===== src/rtl/mdio_pkg.sv =====
package mdio_pkg;
  localparam int HOST_AW = 2;
  localparam logic [HOST_AW-1:0] OFS_CFG  = 2'd0;
  localparam logic [HOST_AW-1:0] OFS_ADDR = 2'd1;
  localparam logic [HOST_AW-1:0] OFS_CTRL = 2'd2;
  localparam logic [HOST_AW-1:0] OFS_IND  = 2'd3;

  localparam int PHY_W   = 5;
  localparam int REGA_W  = 5;
  localparam int MDATA_W = 16;
  localparam int PRE_LEN = 32;
  localparam int FRAME_LEN = PRE_LEN + 2 + 2 + PHY_W + REGA_W + 2 + MDATA_W;
  localparam int CNT_W = $clog2(FRAME_LEN);

  // Clause-22 write frame, first bit on the wire in the MSB.
  function automatic logic [FRAME_LEN-1:0] build_frame(
    input logic [PHY_W-1:0]   phy,
    input logic [REGA_W-1:0]  ra,
    input logic [MDATA_W-1:0] d
  );
    return {{PRE_LEN{1'b1}}, 2'b01, 2'b01, phy, ra, 2'b10, d};
  endfunction
endpackage


===== src/rtl/mdio_mdc_gen.sv =====
module mdio_mdc_gen #(
  parameter int CODE_W = 4
) (
  input  logic              clk,
  input  logic              rst_n,
  input  logic              start,
  input  logic [CODE_W-1:0] code,
  input  logic              active,
  output logic              mdc,
  output logic              fall_stb,
  output logic [CODE_W-1:0] half_len
);
  localparam int HALF_W = CODE_W;

  logic [HALF_W-1:0] half_q;
  logic [HALF_W-1:0] cnt_q;
  logic              mdc_q;
  logic              at_edge;

  assign at_edge  = (cnt_q == half_q - HALF_W'(1));
  assign fall_stb = active && at_edge && mdc_q;
  assign mdc      = mdc_q;
  assign half_len = half_q;

  always_ff @(posedge clk or negedge rst_n) begin
    if (!rst_n) begin
      half_q <= HALF_W'(1);
      cnt_q  <= '0;
      mdc_q  <= 1'b0;
    end else if (start) begin
      // divider code is latched once per frame
      half_q <= {1'b0, code[CODE_W-1:1]} + HALF_W'(1);
      cnt_q  <= '0;
      mdc_q  <= 1'b0;
    end else if (active) begin
      if (at_edge) begin
        cnt_q <= '0;
        mdc_q <= ~mdc_q;
      end else begin
        cnt_q <= cnt_q + HALF_W'(1);
      end
    end else begin
      cnt_q <= '0;
      mdc_q <= 1'b0;
    end
  end
endmodule


===== src/rtl/mdio_frame_tx.sv =====
module mdio_frame_tx
  import mdio_pkg::*;
(
  input  logic                 clk,
  input  logic                 rst_n,
  input  logic                 start,
  input  logic [FRAME_LEN-1:0] frame,
  input  logic                 shift_stb,
  output logic                 busy,
  output logic                 mdio_o
);
  logic [FRAME_LEN-1:0] sh_q;
  logic [CNT_W-1:0]     left_q;
  logic                 busy_q;

  assign busy   = busy_q;
  assign mdio_o = busy_q & sh_q[FRAME_LEN-1];

  always_ff @(posedge clk or negedge rst_n) begin
    if (!rst_n) begin
      sh_q   <= '0;
      left_q <= '0;
      busy_q <= 1'b0;
    end else if (start) begin
      sh_q   <= frame;
      left_q <= CNT_W'(FRAME_LEN - 1);
      busy_q <= 1'b1;
    end else if (busy_q && shift_stb) begin
      if (left_q == '0) begin
        busy_q <= 1'b0;
      end else begin
        sh_q   <= {sh_q[FRAME_LEN-2:0], 1'b0};
        left_q <= left_q - CNT_W'(1);
      end
    end
  end
endmodule


===== src/rtl/mdio_host_regs.sv =====
module mdio_host_regs
  import mdio_pkg::*;
#(
  parameter int CODE_W = 4
) (
  input  logic               clk,
  input  logic               rst_n,
  input  logic               wr_en,
  input  logic [HOST_AW-1:0] addr,
  input  logic [MDATA_W-1:0] wdata,
  input  logic               busy,
  output logic [MDATA_W-1:0] rdata,
  output logic [CODE_W-1:0]  div_code,
  output logic [PHY_W-1:0]   phy_sel,
  output logic [REGA_W-1:0]  reg_sel,
  output logic [MDATA_W-1:0] ctrl_data,
  output logic               launch
);
  logic [CODE_W-1:0]  code_q;
  logic [PHY_W-1:0]   phy_q;
  logic [REGA_W-1:0]  ra_q;
  logic [MDATA_W-1:0] data_q;

  assign launch    = wr_en && (addr == OFS_CTRL) && !busy;
  assign div_code  = code_q;
  assign phy_sel   = phy_q;
  assign reg_sel   = ra_q;
  assign ctrl_data = data_q;

  always_ff @(posedge clk or negedge rst_n) begin
    if (!rst_n) begin
      code_q <= '0;
      phy_q  <= '0;
      ra_q   <= '0;
      data_q <= '0;
    end else begin
      if (wr_en && addr == OFS_CFG)  code_q <= wdata[CODE_W-1:0];
      if (wr_en && addr == OFS_ADDR) begin
        phy_q <= wdata[8 +: PHY_W];
        ra_q  <= wdata[0 +: REGA_W];
      end
      if (launch) data_q <= wdata;
    end
  end

  always_comb begin
    rdata = '0;
    case (addr)
      OFS_CFG:  rdata[CODE_W-1:0] = code_q;
      OFS_ADDR: begin
        rdata[8 +: PHY_W]  = phy_q;
        rdata[0 +: REGA_W] = ra_q;
      end
      OFS_CTRL: rdata = data_q;
      default:  rdata[0] = busy;
    endcase
  end
endmodule


===== src/rtl/mdio_wr_master.sv =====
module mdio_wr_master
  import mdio_pkg::*;
#(
  parameter int DIV_CODE_W = 4
) (
  input  logic               clk,
  input  logic               rst_n,
  input  logic               reg_wr_en,
  input  logic [HOST_AW-1:0] reg_addr,
  input  logic [MDATA_W-1:0] reg_wdata,
  output logic [MDATA_W-1:0] reg_rdata,
  output logic               mdc,
  output logic               mdio_o,
  output logic               mdio_oe
);
  logic                  busy;
  logic                  launch;
  logic                  fall_stb;
  logic [DIV_CODE_W-1:0] div_code;
  logic [DIV_CODE_W-1:0] half_len;
  logic [PHY_W-1:0]      phy_sel;
  logic [REGA_W-1:0]     reg_sel;
  logic [MDATA_W-1:0]    ctrl_data;
  logic [FRAME_LEN-1:0]  frame;

  assign frame   = build_frame(phy_sel, reg_sel, reg_wdata);
  assign mdio_oe = busy;

  mdio_host_regs #(.CODE_W(DIV_CODE_W)) u_regs (
    .clk(clk), .rst_n(rst_n), .wr_en(reg_wr_en), .addr(reg_addr),
    .wdata(reg_wdata), .busy(busy), .rdata(reg_rdata),
    .div_code(div_code), .phy_sel(phy_sel), .reg_sel(reg_sel),
    .ctrl_data(ctrl_data), .launch(launch)
  );

  mdio_mdc_gen #(.CODE_W(DIV_CODE_W)) u_clk (
    .clk(clk), .rst_n(rst_n), .start(launch), .code(div_code),
    .active(busy), .mdc(mdc), .fall_stb(fall_stb), .half_len(half_len)
  );

  mdio_frame_tx u_tx (
    .clk(clk), .rst_n(rst_n), .start(launch), .frame(frame),
    .shift_stb(fall_stb), .busy(busy), .mdio_o(mdio_o)
  );
endmodule


===== config.mk =====
export PLATFORM = sky130hd
export DESIGN_NAME = mdio_wr_master
export DESIGN_NICKNAME = d
export VERILOG_FILES = /design/src/rtl/mdio_pkg.sv /design/src/rtl/mdio_mdc_gen.sv /design/src/rtl/mdio_frame_tx.sv /design/src/rtl/mdio_host_regs.sv /design/src/rtl/mdio_wr_master.sv
export SDC_FILE = /design/constraint.sdc
export NUM_CORES = 1
export LEC_CHECK = 0
export BUFFER_PORTS_ARGS = -buffer_cell sky130_fd_sc_hd__buf_2
export CAP_MARGIN = 10
export CORE_MARGIN = 3
export CORE_UTILIZATION = 31
export DETAILED_ROUTE_END_ITERATION = 10
export PLACE_DENSITY_LB_ADDON = 0.25
export SYNTH_ARGS = -nofsm -noshare
export SYNTH_HDL_FRONTEND = slang
export SYNTH_SLANG_ARGS = --single-unit

===== constraint.sdc =====
create_clock -name clk -period 2.1 [get_ports clk]
set_input_delay 0.105 -clock clk [delete_from_list [all_inputs] [get_ports clk]]
set_output_delay 0.105 -clock clk [all_outputs]
set_load 0.01 [all_outputs]

* Word-level counts from Yosys, hierarchy flattened
Cells that the tools add are included.
** Word-level totals
- Output and inout port bits :: 19
- Bits in registers :: 110
- Logic and storage cells :: 56
- Input port bits :: 21
** Operators by class
- Multiplexer cells :: 21
- Bitwise operators :: 2
- $add $sub $neg :: 4
- Reductions and logical operators :: 14
- Equality and inequality tests :: 5
** Operators by type and width (count)
- 64-bit 2-to-1 mux :: 3
- 6-bit 2-to-1 mux :: 3
- 4-bit 2-to-1 mux :: 3
- 5-bit one-hot mux with 2 select lines :: 1
- 3-bit one-hot mux with 3 select lines :: 1
- 1-bit logical AND :: 7
- 6-bit logical NOT :: 1
- 1-bit 2-to-1 mux :: 6
- 3-bit 2-to-1 mux :: 2
- 6-bit by 1-bit subtractor with 6-bit output (second input constant) :: 1
- 3-bit by 1-bit adder with 4-bit output (second input constant) :: 1
- 4-bit by 1-bit adder with 4-bit output (second input constant) :: 1
- 4-bit equality test :: 1
- 2-bit AND reduction :: 2
- 2-bit nonzero test :: 2
- 4-bit by 1-bit subtractor with 4-bit output (second input constant) :: 1
- 3-bit inequality test (second input constant) :: 1
- 1-bit one-hot mux with 3 select lines :: 1
- 2-bit by 1-bit equality test with 1-bit output (second input constant) :: 1
- 2-bit equality test (second input constant) :: 1
- 2-bit logical NOT :: 1
- 2-bit inequality test (second input constant) :: 1
- 1-bit one-hot mux with 2 select lines :: 1
- 1-bit bitwise AND :: 1
- other kinds (2) :: 2

* Longest topological paths before layout
- Word-level depth :: 7
- Gate-level depth with buffers :: 9
- Gate-level depth less buffers :: 7

* Cells and area by module
A second synthesis with hierarchy kept.
** Second synthesis, totals
- Cell total of the unflattened synthesis :: 709
- Area, all modules :: 6895.4 sq um
** By module, submodules not included
- mdio_frame_tx :: sequential area each 1776.7 sq um, cells an instance 555, area an instance 4944.7 sq um, times used 1
- mdio_host_regs :: sequential area each 750.7 sq um, cells an instance 101, area an instance 1430.1 sq um, times used 1
- mdio_mdc_gen :: sequential area each 226.5 sq um, cells an instance 51, area an instance 513.0 sq um, times used 1
- mdio_wr_master :: sequential area each 0.0 sq um, cells an instance 2, area an instance 7.5 sq um, times used 1

* Worst setup path after synthesis
OpenSTA, ideal clock, no wires.
- Kind :: register to register
- Start point :: reg u_clk.half_q[0] (netlist: u_clk.half_len[0])
- End point :: reg u_tx.sh_q[15]
- Setup time :: 126 ps
- Data required time :: 1974 ps
- Slack :: -119 ps
- Stages on the path, launching flop included :: 9
- Path buffers :: 1
- Arrival time :: 2093 ps
- Period minus slack after synthesis :: 2219 ps
- Cells stage by stage :: dfstp_2 inv_1 ha_1 xnor3_1 nand3_2 nor3_4 nor2_4 buf_4 a221o_1
** Between the ends
- Longest elaborated chain between the ends :: 7
** RTL lines
- from (decl) :: line mdio_mdc_gen.sv:15 : logic [HALF_W-1:0] half_q;
- from (signal assigned) :: line mdio_mdc_gen.sv:32 : half_q <= {1'b0, code[CODE_W-1:1]} + HALF_W'(1);
- 4-bit by 1-bit subtractor with 4-bit output :: line mdio_mdc_gen.sv:20 : assign at_edge = (cnt_q == half_q - HALF_W'(1));
- 4-bit equality test :: line mdio_mdc_gen.sv:20
- 1-bit logical AND (2 in series) :: line mdio_mdc_gen.sv:21 : assign fall_stb = active && at_edge && mdc_q;
- 1-bit logical AND :: line mdio_frame_tx.sv:28 : end else if (busy_q && shift_stb) begin
- 2-bit nonzero test (no source line)
- 2-bit AND reduction (no source line)
- to (signal assigned) :: line mdio_frame_tx.sv:25 : sh_q <= frame;
- to (signal assigned) :: line mdio_frame_tx.sv:32 : sh_q <= {sh_q[FRAME_LEN-2:0], 1'b0};
- to (decl) :: line mdio_frame_tx.sv:12 : logic [FRAME_LEN-1:0] sh_q;
No other way between the ends.
A chain may end at the register's enable or synchronous reset.

* Worst setup path in the final report
- Start point :: reg u_clk.half_q[0] (netlist: u_clk.half_len[0])
- End point :: reg u_tx.sh_q[7]
Same word-level chain as after synthesis.

==> out/results.ini <==
[cts]
cts_tree = built
clock-sinks = 110
root_buffer = clkbuf_16
clk_latency_ns = 0.35
clk_pin_slew_ns = 0.07
numCtsBuffers = 9
htreeDepth = 3
clk_path_buf_depth = 2

[setup_path]
crit_required_ns = 2.33
cp_max_fo = 8
reg2reg_slack_ns = 0.002
crit_type = reg -> reg
cpPeakStageDelay_ns = 0.54
crit_path_start_kind = flop
worstPathArrival_ns = 2.33
slowest_stage = dfstp_2
crit_family = flip-flops
worst_setup_path_end_kind = flop
critical_path_buf_inv_count = 3
crit_chain = inv_2 -> ha_4 -> xor2_2 -> nand3_2 -> buf_6 -> nor3_4 -> buf_12 -> nor2_4 -> a221o_1

[place]
dp_hpwl_um = 6990
dp_cells = 674
place.gp.congestion = 0.743
port_buffers = 39
placed_cell_area_um2 = 5340

[global_route]
use_met3_pct = 2.93
antenna_found_initial = 0
grt_pass1_wl_um = 18300
grt_max_degree = 41
busiest_layer = met2
grt_pass1_vias = 3711
globalRouteTotalUtil_pct = 13.5
use_met1_pct = 17.9
overflow = 0
use_met2_pct = 21.8

[job]
cap_violations = 0

[timing]
fmax_mhz = 477
finalSetupTns_ns = 0
maxSlewViolCount = 0
fin_crit_ns = 2.10
period_share_pct = 99.9
skew_ns = 0.00896
tightest_slew_ns = 0.552
finalSetupViolations = 0
max_slew_margin_pct = 63.2
rsz0062_at_grt = yes
hold_viol_final = 0

[yosys]
synthCells = 457
synth_ff_type = dfrtp_1
synth_area_leaders = dfrtp_1 (57%), nand2_1 (8.3%), nand3_1 (5.9%)
avgSynthCellArea_um2 = 10.6
synth_xor_area_share_pct = 1.92
yosysTopAreaCell = dfrtp_1
synth_most_common_cell = dfrtp_1
synth_cell_types = 38
async_flop_share_pct = 100
synth_nets = 487
synth_simple_gate_area_share_pct = 21.1
ys_ff_latch = 110
synthAdderAreaFrac_pct = 2.33
synth-edff-count = 0
synth-compound-area-share_pct = 9.83
synth_top_family_by_area = simple AND/OR/NAND/NOR gates
netlist_top_cells_count = dfrtp_1 (109), nand2_1 (107), nand3_1 (57)
synth_top_area_share_pct = 56.5
synth_area_um2 = 4820
seq_area_frac_synth_pct = 57.1
yosysWarnings = 0
synth_mux_area_share_pct = 3.89

[final_layout]
area_growth_syn_to_layout_pct = 25.3
drive_gt1_share_pct = 28.9
fin_util_pct = 40.7
diodes = 0
fin_nets = 545
final-seq-area_um2 = 2750
fillers = 1443
design_area_um2 = 6050
stdcell_count = 703
multiInputGateArea_um2 = 2150

[die]
die_w_um = 131
initial_core_util_pct = 32.5
die_h_um = 131
core-area_um2 = 14900
io_pins = 40
num_rows = 44
die_area_um2 = 17100

[drt]
drc = 0
drtPass1Iterations = 5
routed_wl_um = 11000
vias = 3578
ant_nets = 0
drt_iter0_markers = 222
viasPerCell = 5.09
avgRoutedWirePerCell_um = 15.7

[power]
p_total_w = 0.00700
power.leakage_nw = 3.18
ir_drop_mv = 0.490
powerDensity_nw_per_um2 = 1160

[worst_hold_path]
hp-class = in -> reg

[run_status]
status = finished, final reports clean

## final cells by class
type / count / share of cell area, %
well taps: 184 / 3.81
flip-flops and latches: 110 / 45.5
multi-input cells: 313 / 35.6
inverters: 8 / 0.497
repair buffers: 73 / 10.1
clock inverters: 4 / 0.393
clock buffers: 11 / 4.01
## worst register-to-register path, stage by stage (launching register included)
cell and delay, ns:
dfstp_2 0.54, inv_2 0.04, ha_4 0.26, xor2_2 0.14, nand3_2 0.10, buf_6 0.13
nor3_4 0.19, buf_12 0.17, nor2_4 0.08, a221o_1 0.34
## where the power goes
group          switching, W  internal, W  total [W]
clock              0.000759     0.000828    0.00159
combinational       0.00112      0.00108    0.00220
sequential         0.000464      0.00274    0.00320
total               0.00235      0.00465    0.00700
## cells in the final DEF, fill, tap and decap left out, types with 8 or more instances in the layout
master     synthesis  final
buf_4              6     15
mux2_2            14     14
a221o_1           15     15
nor2_1            14     13
a21o_1            15     15
nand2_1          107     88
a21oi_1            8      8
and2_1            22     22
ha_1               9      8
dfrtp_1          109    109
clkbuf_16          0     11
nand2_4            0     12
nand3_2            1     22
buf_2              6     38
nand3_1           57     35
## path summary, 6_finish.rpt
| path | start | endpoint | depth (start not counted) |
|---|---|---|---|
| worst max register to register | u_clk.half_len[0] | u_tx.sh_q[7] | 9 |
| max in group asynchronous | rst_n | u_tx.sh_q[42] | 3 |
| worst max-delay path | u_clk.half_len[0] | u_tx.sh_q[7] | 9 |
| min in group asynchronous | rst_n | u_clk.cnt_q[0] | 2 |
| worst min register to register | u_regs.ctrl_data[15] | u_regs.ctrl_data[15] | 1 |
| worst min-delay path | reg_wdata[1] | u_regs.reg_sel[1] | 2 |
## kinds of logic (layout without fill, tap and decap cells)
family	Yosys count	count (layout)
DFF	110	110
adders and majority gates	9	9
and+or+nand+nor	218	219
buffers and inverters	35	96
xor gates and xnor gates	9	9
AOI/OAI and AO/OA	59	59
muxes	17	17
## through the flow
step / hold slack (ns) / worst slack (ns)
6_report: 0.0111 / 0.00209
4_1_cts: 0.00214 / 0.00241
3_5_place_dp: 0.133 / -0.00857
2_1_floorplan: -0.191 / 0.0163
5_1_grt: 0.00823 / -0.111
3_3_place_gp: 0.123 / 0.0248
## repair_timing
item	in CTS	in global routing
gates cloned	1	3
pin swaps	0	30
resized for setup	2	61
hold endpoints to repair	42	0
setup endpoints to repair	15	68
hold buffers	7	0
buffers inserted	1	2
## flip-flops by register name, indices dropped and copies added (netlist names)
name and flops:
u_regs.reg_sel 5, u_regs.div_code 4, u_regs.ctrl_data 16, u_clk.cnt_q 4, u_tx.busy 1, u_clk.mdc 1, u_tx.left_q 6, u_clk.half_len 4
u_regs.phy_sel 5, u_tx.sh_q 64
## per-layer routing
layer  part of all wire [%]  wire, um  vias up
met5                      0         0        -
met3                    3.6       399       17
met2                     49      5430       60
met1                     46      5030     1822
li1                       -         -     1679
met4                    1.6       173        0
Note: power is estimated with default switching activity, not from simulation.
